**src/rtl/pcu_pkg.sv**
```systemverilog
// Package: shared types for the program counter unit.
// Assumes: kind codes are fixed by the decoder that drives br_kind.
package pcu_pkg;

    localparam int ADDR_W = 16;

    typedef enum logic [3:0] {
        K_SEQ  = 4'd0,
        K_JMP  = 4'd1,
        K_JZ   = 4'd2,
        K_JNZ  = 4'd3,
        K_JC   = 4'd4,
        K_JN   = 4'd5,
        K_JGE  = 4'd6,
        K_CALL = 4'd7,
        K_RET  = 4'd8,
        K_HALT = 4'd9
    } kind_e;

    typedef struct packed {
        logic z;
        logic c;
        logic n;
        logic v;
    } flags_t;

endpackage

```
**src/rtl/pcu_cond_eval.sv**
```systemverilog
// Module: pcu_cond_eval
// Decides whether a control-flow kind transfers to its target, given the flags.
// Assumes: purely combinational; call, return and halt are handled elsewhere,
// so only unconditional and conditional jumps report "taken" here.
module pcu_cond_eval
    import pcu_pkg::*;
(
    input  logic [3:0] kind,
    input  flags_t     flags,
    output logic       taken
);

    // Select the flag test that belongs to the kind code.
    always_comb begin
        case (kind)
            K_JMP:   taken = 1'b1;
            K_JZ:    taken = flags.z;
            K_JNZ:   taken = ~flags.z;
            K_JC:    taken = flags.c;
            K_JN:    taken = flags.n;
            K_JGE:   taken = ~(flags.n ^ flags.v);
            default: taken = 1'b0;
        endcase
    end

endmodule

```
**src/rtl/pcu_ret_stack.sv**
```systemverilog
// Module: pcu_ret_stack
// Register-based LIFO of return addresses.
// Assumes: caller never asserts push when full or pop when empty (such
// requests are ignored here anyway); push and pop are never both high.
module pcu_ret_stack #(
    parameter int DEPTH  = 8,
    parameter int DATA_W = 16
) (
    input  logic              clk,
    input  logic              rst_n,
    input  logic              push,
    input  logic              pop,
    input  logic [DATA_W-1:0] push_data,
    output logic [DATA_W-1:0] top_data,
    output logic              full,
    output logic              empty
);

    localparam int CNT_W = $clog2(DEPTH + 1);
    localparam int IDX_W = (DEPTH > 1) ? $clog2(DEPTH) : 1;
    localparam logic [CNT_W-1:0] CNT_MAX = CNT_W'(DEPTH);

    logic [CNT_W-1:0]  count_q;
    logic [DATA_W-1:0] slot_q [DEPTH];
    logic [IDX_W-1:0]  wr_idx;
    logic [IDX_W-1:0]  rd_idx;

    assign full   = (count_q == CNT_MAX);
    assign empty  = (count_q == '0);
    assign wr_idx = IDX_W'(count_q);
    assign rd_idx = IDX_W'(count_q - 1'b1);

    // Occupancy counter: up on accepted push, down on accepted pop.
    always_ff @(posedge clk) begin
        if (!rst_n)
            count_q <= '0;
        else if (push && !full)
            count_q <= count_q + 1'b1;
        else if (pop && !empty)
            count_q <= count_q - 1'b1;
    end

    // One storage register per entry, written when it is the next free slot.
    for (genvar g = 0; g < DEPTH; g++) begin : g_slot
        always_ff @(posedge clk) begin
            if (!rst_n)
                slot_q[g] <= '0;
            else if (push && !full && (wr_idx == IDX_W'(g)))
                slot_q[g] <= push_data;
        end
    end

    // Present the newest entry; zero when empty.
    always_comb begin
        top_data = empty ? '0 : slot_q[rd_idx];
    end

endmodule

```
**src/rtl/pcu_next_sel.sv**
```systemverilog
// Module: pcu_next_sel
// Chooses the next PC and the stack/error/halt actions for one retiring step.
// Assumes: combinational; the caller only commits the results when a step
// is accepted (step high and not halted).
module pcu_next_sel
    import pcu_pkg::*;
#(
    parameter int ADDR_W_P = ADDR_W
) (
    input  logic [3:0]          kind,
    input  logic                len2,
    input  logic                taken,
    input  logic [ADDR_W_P-1:0] pc_cur,
    input  logic [ADDR_W_P-1:0] target,
    input  logic [ADDR_W_P-1:0] stack_top,
    input  logic                stack_full,
    input  logic                stack_empty,
    output logic [ADDR_W_P-1:0] pc_next,
    output logic [ADDR_W_P-1:0] ret_addr,
    output logic                do_push,
    output logic                do_pop,
    output logic                ovf_evt,
    output logic                unf_evt,
    output logic                halt_evt
);

    logic [ADDR_W_P-1:0] pc_seq;

    // Sequential successor: one or two words ahead, wrapping at the top.
    always_comb begin
        pc_seq   = pc_cur + (len2 ? ADDR_W_P'(2) : ADDR_W_P'(1));
        ret_addr = pc_cur + ADDR_W_P'(2);
    end

    // Per-kind choice of next PC and side actions.
    always_comb begin
        pc_next  = taken ? target : pc_seq;
        do_push  = 1'b0;
        do_pop   = 1'b0;
        ovf_evt  = 1'b0;
        unf_evt  = 1'b0;
        halt_evt = 1'b0;
        case (kind)
            K_CALL: begin
                if (stack_full) begin
                    ovf_evt = 1'b1;
                    pc_next = pc_cur;
                end else begin
                    do_push = 1'b1;
                    pc_next = target;
                end
            end
            K_RET: begin
                if (stack_empty) begin
                    unf_evt = 1'b1;
                    pc_next = pc_cur;
                end else begin
                    do_pop  = 1'b1;
                    pc_next = stack_top;
                end
            end
            K_HALT: begin
                halt_evt = 1'b1;
                pc_next  = pc_cur;
            end
            default: ;
        endcase
    end

endmodule

```
**src/rtl/pc_sequencer.sv**
```systemverilog
// Module: pc_sequencer (top)
// Holds the program counter and advances it once per accepted step, using
// the condition evaluator, the next-PC selector and the return stack.
// Assumes: synchronous active-low reset; inputs are valid whenever step is high.
module pc_sequencer
    import pcu_pkg::*;
#(
    parameter int STACK_DEPTH = 8,
    parameter int PC_W        = ADDR_W
) (
    input  logic            clk,
    input  logic            rst_n,
    input  logic            step,
    input  logic            len2,
    input  logic [3:0]      br_kind,
    input  logic [PC_W-1:0] target,
    input  logic            flag_z,
    input  logic            flag_c,
    input  logic            flag_n,
    input  logic            flag_v,
    output logic [PC_W-1:0] pc,
    output logic            halted,
    output logic            stk_overflow,
    output logic            stk_underflow
);

    logic [PC_W-1:0] pc_q;
    logic            halted_q;
    logic            ovf_q;
    logic            unf_q;
    logic            accept;
    logic            taken;
    flags_t          flags;
    logic [PC_W-1:0] pc_next;
    logic [PC_W-1:0] ret_addr;
    logic [PC_W-1:0] stack_top;
    logic            stack_full;
    logic            stack_empty;
    logic            do_push;
    logic            do_pop;
    logic            ovf_evt;
    logic            unf_evt;
    logic            halt_evt;

    assign flags  = '{z: flag_z, c: flag_c, n: flag_n, v: flag_v};
    assign accept = step && !halted_q;

    pcu_cond_eval u_cond (
        .kind  (br_kind),
        .flags (flags),
        .taken (taken)
    );

    pcu_next_sel #(.ADDR_W_P(PC_W)) u_sel (
        .kind        (br_kind),
        .len2        (len2),
        .taken       (taken),
        .pc_cur      (pc_q),
        .target      (target),
        .stack_top   (stack_top),
        .stack_full  (stack_full),
        .stack_empty (stack_empty),
        .pc_next     (pc_next),
        .ret_addr    (ret_addr),
        .do_push     (do_push),
        .do_pop      (do_pop),
        .ovf_evt     (ovf_evt),
        .unf_evt     (unf_evt),
        .halt_evt    (halt_evt)
    );

    pcu_ret_stack #(.DEPTH(STACK_DEPTH), .DATA_W(PC_W)) u_stack (
        .clk       (clk),
        .rst_n     (rst_n),
        .push      (accept && do_push),
        .pop       (accept && do_pop),
        .push_data (ret_addr),
        .top_data  (stack_top),
        .full      (stack_full),
        .empty     (stack_empty)
    );

    // Program counter register: loads the selected address on an accepted step.
    always_ff @(posedge clk) begin
        if (!rst_n)
            pc_q <= '0;
        else if (accept)
            pc_q <= pc_next;
    end

    // Halt latch: set by a halt step, cleared only by reset.
    always_ff @(posedge clk) begin
        if (!rst_n)
            halted_q <= 1'b0;
        else if (accept && halt_evt)
            halted_q <= 1'b1;
    end

    // Stack error pulses, one cycle after the refused request.
    always_ff @(posedge clk) begin
        if (!rst_n) begin
            ovf_q <= 1'b0;
            unf_q <= 1'b0;
        end else begin
            ovf_q <= accept && ovf_evt;
            unf_q <= accept && unf_evt;
        end
    end

    assign pc            = pc_q;
    assign halted        = halted_q;
    assign stk_overflow  = ovf_q;
    assign stk_underflow = unf_q;

endmodule

```
**config.mk**
```make
export PLATFORM = sky130hd
export DESIGN_NAME = pc_sequencer
export DESIGN_NICKNAME = d
export VERILOG_FILES = /design/src/rtl/pcu_pkg.sv /design/src/rtl/pcu_cond_eval.sv /design/src/rtl/pcu_ret_stack.sv /design/src/rtl/pcu_next_sel.sv /design/src/rtl/pc_sequencer.sv
export SDC_FILE = /design/constraint.sdc
export NUM_CORES = 1
export LEC_CHECK = 0
export BUFFER_PORTS_ARGS = -buffer_cell sky130_fd_sc_hd__buf_4
export CORE_MARGIN = 2
export CORE_UTILIZATION = 52
export DETAILED_ROUTE_END_ITERATION = 8
export PLACE_DENSITY_LB_ADDON = 0.1
export SLEW_MARGIN = 25
export SYNTH_ARGS = -nofsm -noshare
export SYNTH_HDL_FRONTEND = slang
export SYNTH_SLANG_ARGS = --single-unit
export TNS_END_PERCENT = 100
```
**constraint.sdc**
```tcl
create_clock -name clk -period 4.1 [get_ports clk]
set_input_delay 0.82 -clock clk [delete_from_list [all_inputs] [get_ports clk]]
set_output_delay 0.82 -clock clk [all_outputs]
set_load 0.1 [all_outputs]
```
Yosys cells after proc, flatten, opt, wreduce, memory -nomap -nowiden
Memory sizes are Yosys's and may differ from the RTL's.
Index checks and enable logic that the tools add are counted.
Word-level totals
  RAM bits: 128
  bits in read-only memories: 0
  word-level logic and storage cells: 114
  memories kept: 1
  latch bits: 0
  flip-flop bits (word level): 23
  bits of input ports: 28
  output and inout port bits: 19
Cells by class
  bitwise operators: 12
  $lt $le $gt $ge: 0
  multiply operators: 0
  eq/ne operators: 19
  reductions and logical operators: 23
  shift operators: 0
  muxes and demuxes: 50
  add/sub/neg operators: 4
  divide/modulo/power cells: 0
Memory list
  u_stack.slot_q: depth 8, width 16, rd ports 1, clocked after Yosys merged registers in 0, wr ports 8, line pcu_ret_stack.sv:24  | logic [DATA_W-1:0] slot_q [DEPTH];
Operator list (count)
  $mux 16: 11
  $pmux 16 s3: 1
  $mux 1: 34
  $add 16x16->16: 1
  $add 16x2->16 const B: 1
  $eq 4x3->1 const B: 4
  $logic_and 1x1->1: 16
  $eq 3x3->1 const B: 4
  $eq 4x4->1 const B: 3
  $eq 4x2->1 const B: 2
  $mux 4: 2
  $or 1x1->1: 8
  $eq 3x2->1 const B: 2
  $pmux 1 s6: 1
  $add 4x1->4 const B: 1
  $eq 4x1->1 const B: 1
  $logic_not 4->1: 1
  $ne 2x2->1 const B: 2
  $reduce_and 4->1: 1
  $sub 4x1->4 const B: 1
  $eq 3x1->1 const B: 1
  $logic_not 1->1: 3
  $logic_not 3->1: 1
  $not 1->1: 3
  3 further kinds: 3

Longest topological paths before layout
  depth in word-level cells: 10
  depth in mapped cells: 12
  gate-level depth less buffers: 10

Cells and area by module
A second synthesis with hierarchy kept.
Unflattened totals
  cells, all modules: 675
  area total of the unflattened synthesis: 8166.6 um2
By module, submodules not included
  pcu_ret_stack: cells an instance 434, times used 1, area each 6278.5 um2, seq. area each 3923.8 um2
  pcu_next_sel: cells an instance 150, times used 1, area each 1052.3 um2, seq. area each 0.0 um2
  pc_sequencer: cells an instance 80, times used 1, area each 763.2 um2, seq. area each 380.4 um2
  pcu_cond_eval: cells an instance 11, times used 1, area each 72.6 um2, seq. area each 0.0 um2

Worst setup path after synthesis
OpenSTA, ideal clock, no wires.
  kind: register -> register
  start: register u_stack.count_q[0]
  end: memory u_stack.slot_q[0][0], enable pin
  stages on the path, launching flop included: 8
  clock period less this slack: 3.263 ns
  setup slack: 0.837 ns
  path buffers: 2
  required time: 3.686 ns
  arrival time: 2.849 ns
  cell sequence: dfxtp_1 > buf_2 > buf_4 > inv_1 > ha_1 > nand3b_1 > nand3_1 > o31ai_1
RTL lines
  start: declaration: line pcu_ret_stack.sv:23  | logic [CNT_W-1:0] count_q;
  start signal: assignment: line pcu_ret_stack.sv:38  | count_q <= count_q + 1'b1;
  start signal: assignment: line pcu_ret_stack.sv:40  | count_q <= count_q - 1'b1;
  end: declaration: line pcu_ret_stack.sv:24

==> results by group <==
Synthesis
  • Syn_area_per_cell: roughly 12 um^2
  • Synthesized cell area: 7410 um^2
  • Ys flop type: edfxtp_1
  • Leading post-synthesis cells by cell area: edfxtp_1 52%, mux4_2 9.7%, nor2_1 7.2%
  • Leading area contributor after synthesis: edfxtp_1
  • Mapped Cells: between 600 and 700
  • Post-synth EDFFs: 128
  • Syn Nets: approximately 650
  • Top cell type's share of synthesized area: 0.519
  • Yosys cell types: between 50 and 60
  • Number of synthesized register bits: between 150 and 200
  • Register area share after synthesis: 0.581
  • Post-synthesis async set-or-reset flop share: 0
  • Yosys warning count: 0

Setup path
  • Setup slack, reg-to-reg: 1310 ps
  • Critical Path RT: approximately 4400 ps
  • Setup CP Type: input pin to flop
  • CP endpoint kind: flop
  • Crit path arrival time: 3100 ps
  • CP Launch Type: input pin
  • R2R cell count: 7
  • Worst flop-to-flop path endpoint: pc[6]
  • Maximum fanout along the worst path: 21
  • Crit Reg-Reg Startpoint: u_stack.count_q[1]
  • Critical path origin: br_kind[3]

Timing
  • RSZ-0062 raised after global routing: false
  • Max-slew violations: 0
  • Tmin final: ~2800 ps
  • Final setup TNS: 0 ps
  • Period utilization: 0.694
  • Final-report hold violation count: 0
  • Clock skew: 6.47 ps
  • Final setup vio count: 0
  • Slew at the pin with the worst max-slew slack: 964 ps
  • FMAX: around 350 MHz
  • Worst slew margin: 0.353

Clocking
  • Hold Buf Count CTS: 0
  • CTS Buf Count: 17
  • CTS sink cnt: ~150
  • Clk Latency, worst-skew pair: 430 ps
  • Clock-pin slew on the worst setup and hold paths: about 60 ps
  • Post-CTS setup buffers: 0
  • CTS tree: done
  • Maximum root-to-sink buffer count: 2
  • Clk root buf: clkbuf_16
  • Max H-tree Level: 4
  • Post-CTS Resized: 0

Drt
  • Post-Route WL: approximately 18 mm
  • Drt pass-1 iters: 5
  • DR WL/cell: 21.1 um
  • Detailed Route Iter0 Violations: 543
  • Via/cell ratio: 6.04
  • Final antenna-violating net count: 0
  • DR vias: ~5100
  • DRC violations left: 0

GRT
  • GRT busiest layer: met2
  • Initial antenna violation count: 0
  • Met2 Use GR: 0.397
  • Met3 Usage GRT: 0.0489
  • GR Util All Layers: 0.247
  • Global-route wire length before repair: approximately 27 mm
  • Vias in the first global route: 4952
  • Largest net degree at the start of global routing: 37
  • Total grt overflow: 0
  • GR Util met1: 0.333

Placed design
  • GP Congestion: ~0.87
  • DP Wirelength: ~12 mm
  • Post-DP Area: roughly 7900 um^2
  • Number of I/O port buffers: 46

Floorplanning
  • Die area: 15200 um^2
  • Site Rows: 43
  • Initial Util: 0.534
  • CORE AREA: around 14000 um^2
  • Die Y: between 100 and 150 um
  • Horiz. Die Dim: 123 um
  • # IOs: 47

Hold path
  • Hold path endpoint: halted
  • Hold_sp: halted
  • Worst min path class: flop to flop
  • WHS Path Cells: 2

Layout
  • Fill cell count: 1076
  • Design Area, Final: 8500 um^2
  • Nets: 686
  • N_diodes: 0
  • Ratio of cells with drive above 1 in the final layout: 0.209
  • Area Overhead vs Synth: 14.7%

Power
  • PD cells: 447 nW/um^2
  • Total Power: 3.80 mW
  • Pleak: 2.99 nW
  • VDD IR max: 0.228 mV

Outcome
  • Status: finished clean

Flow run
  • Count of maximum capacitance violations: 0
==> cells in the mapped netlist, types with 2 or more instances <==
| library cell | n |
|---|---|
| nor3b_1 | 3 |
| edfxtp_1 | 128 |
| a221oi_1 | 5 |
| and4_1 | 2 |
| xnor2_1 | 18 |
| a211o_1 | 2 |
| nor3_1 | 5 |
| xor2_1 | 13 |
| nor4_1 | 2 |
| nand3_1 | 16 |
| nand2_1 | 26 |
| nand2b_1 | 2 |
| mux4_2 | 32 |
| buf_4 | 2 |
| mux2_2 | 3 |
| a22o_1 | 13 |
| nand4_1 | 5 |
| and4bb_2 | 2 |
| nand3b_1 | 2 |
| a31oi_1 | 14 |
| o211ai_1 | 8 |
| dfxtp_1 | 23 |
| nor2b_1 | 4 |
| o221a_2 | 2 |
| a22oi_1 | 3 |
| buf_1 | 3 |
| clkbuf_1 | 28 |
| buf_2 | 11 |
| o21ai_0 | 24 |
| a21oi_1 | 17 |
| nor2_1 | 143 |
| inv_1 | 18 |
| ha_1 | 10 |
| and3_1 | 2 |
| and2_1 | 4 |
==> worst max path at each step <==
stage	to	slack, ps	cells after the start
after floorplan	u_stack.slot_q[0][0]	840	7
after global placement	u_stack.slot_q[6][10]	990	5
after detailed placement	u_stack.slot_q[4][13]	880	5
after CTS	pc[11]	1300	7
after global routing	u_stack.slot_q[4][9]	1100	5
final	u_stack.slot_q[4][4]	1250	5
==> layout make-up <==
class / instances / area [um^2] / area share
clock buffers: 18 / 429 / 0.0505
clock inverters: 14 / 174 / 0.0205
inverters: 18 / 67.6 / 0.00795
multi-input cells: 399 / 2850 / 0.335
flip-flops and latches: 151 / 4310 / 0.506
well taps: 180 / 225 / 0.0265
repair buffers: 60 / 450 / 0.0530
==> metal layers <==
layer | vias up | wire [um]
met1 | 2532 | 7720
met4 | 0 | 314
li1 | 2322 | -
met3 | 24 | 1200
met2 | 196 | 8500
met5 | - | 0
==> placed cells by master (no fill, tap or decap), types with 4 or more instances in the layout <==
master / Yosys / routed
nor2_1: 143 / 143
edfxtp_1: 128 / 128
buf_4: 2 / 60
mux4_2: 32 / 32
nand2_1: 26 / 26
dfxtp_1: 23 / 22
inv_1: 18 / 18
xnor2_1: 18 / 18
o21ai_0: 24 / 17
a21oi_1: 17 / 17
clkbuf_16: 0 / 17
nand3_1: 16 / 16
a31oi_1: 14 / 14
xor2_1: 13 / 13
a22o_1: 13 / 13
ha_1: 10 / 10
o21ai_1: 1 / 8
o211ai_1: 8 / 8
nand4_1: 5 / 5
nor3_1: 5 / 5
and2_1: 4 / 4
a221oi_1: 5 / 4
==> sequential cells by signal, indices dropped and copies added, names as in the netlist <==
signal	count
u_stack.slot_q	128
pc	16
u_stack.count_q	4
halted	1
stk_overflow	1
stk_underflow	1
==> worst max-delay path: stages <==
cell	delay (ps)
buf_4	120
and4b_1	840
and3_1	390
nand3_1	620
nor2_1	300
==> through the flow <==
| step | hold WS [ps] | std cells | setup WS, ps | utilization |
|---|---|---|---|---|
| after floorplan | 544 | 614 | 837 | - |
| after global placement | 519 | 808 | 995 | 0.569 |
| after detailed placement | 533 | 808 | 882 | 0.569 |
| after CTS | 562 | 840 | 1300 | 0.613 |
| after global routing | 622 | 840 | 1100 | 0.613 |
| final | 561 | 840 | 1250 | 0.613 |
==> cell families after synthesis <==
logic type               count (synthesis)  share of synthesized area
AO/OA/AOI/OAI                           95                     0.0859
buffers and inverters                   64                     0.0365
XOR/XNOR                                31                     0.0366
AND/OR/NAND/NOR                        226                      0.138
flip-flops                             151                      0.581
adder cells (fa/ha/maj)                 11                     0.0196
multiplexers                            36                      0.103
==> power by group <==
group,total [mW],switching (mW),internal (mW)
combinational,0.423,0.293,0.130
clock,1.61,0.645,0.963
sequential,1.77,0.0490,1.72
total,3.80,0.987,2.81
Note: power is estimated with default switching activity, not from simulation.
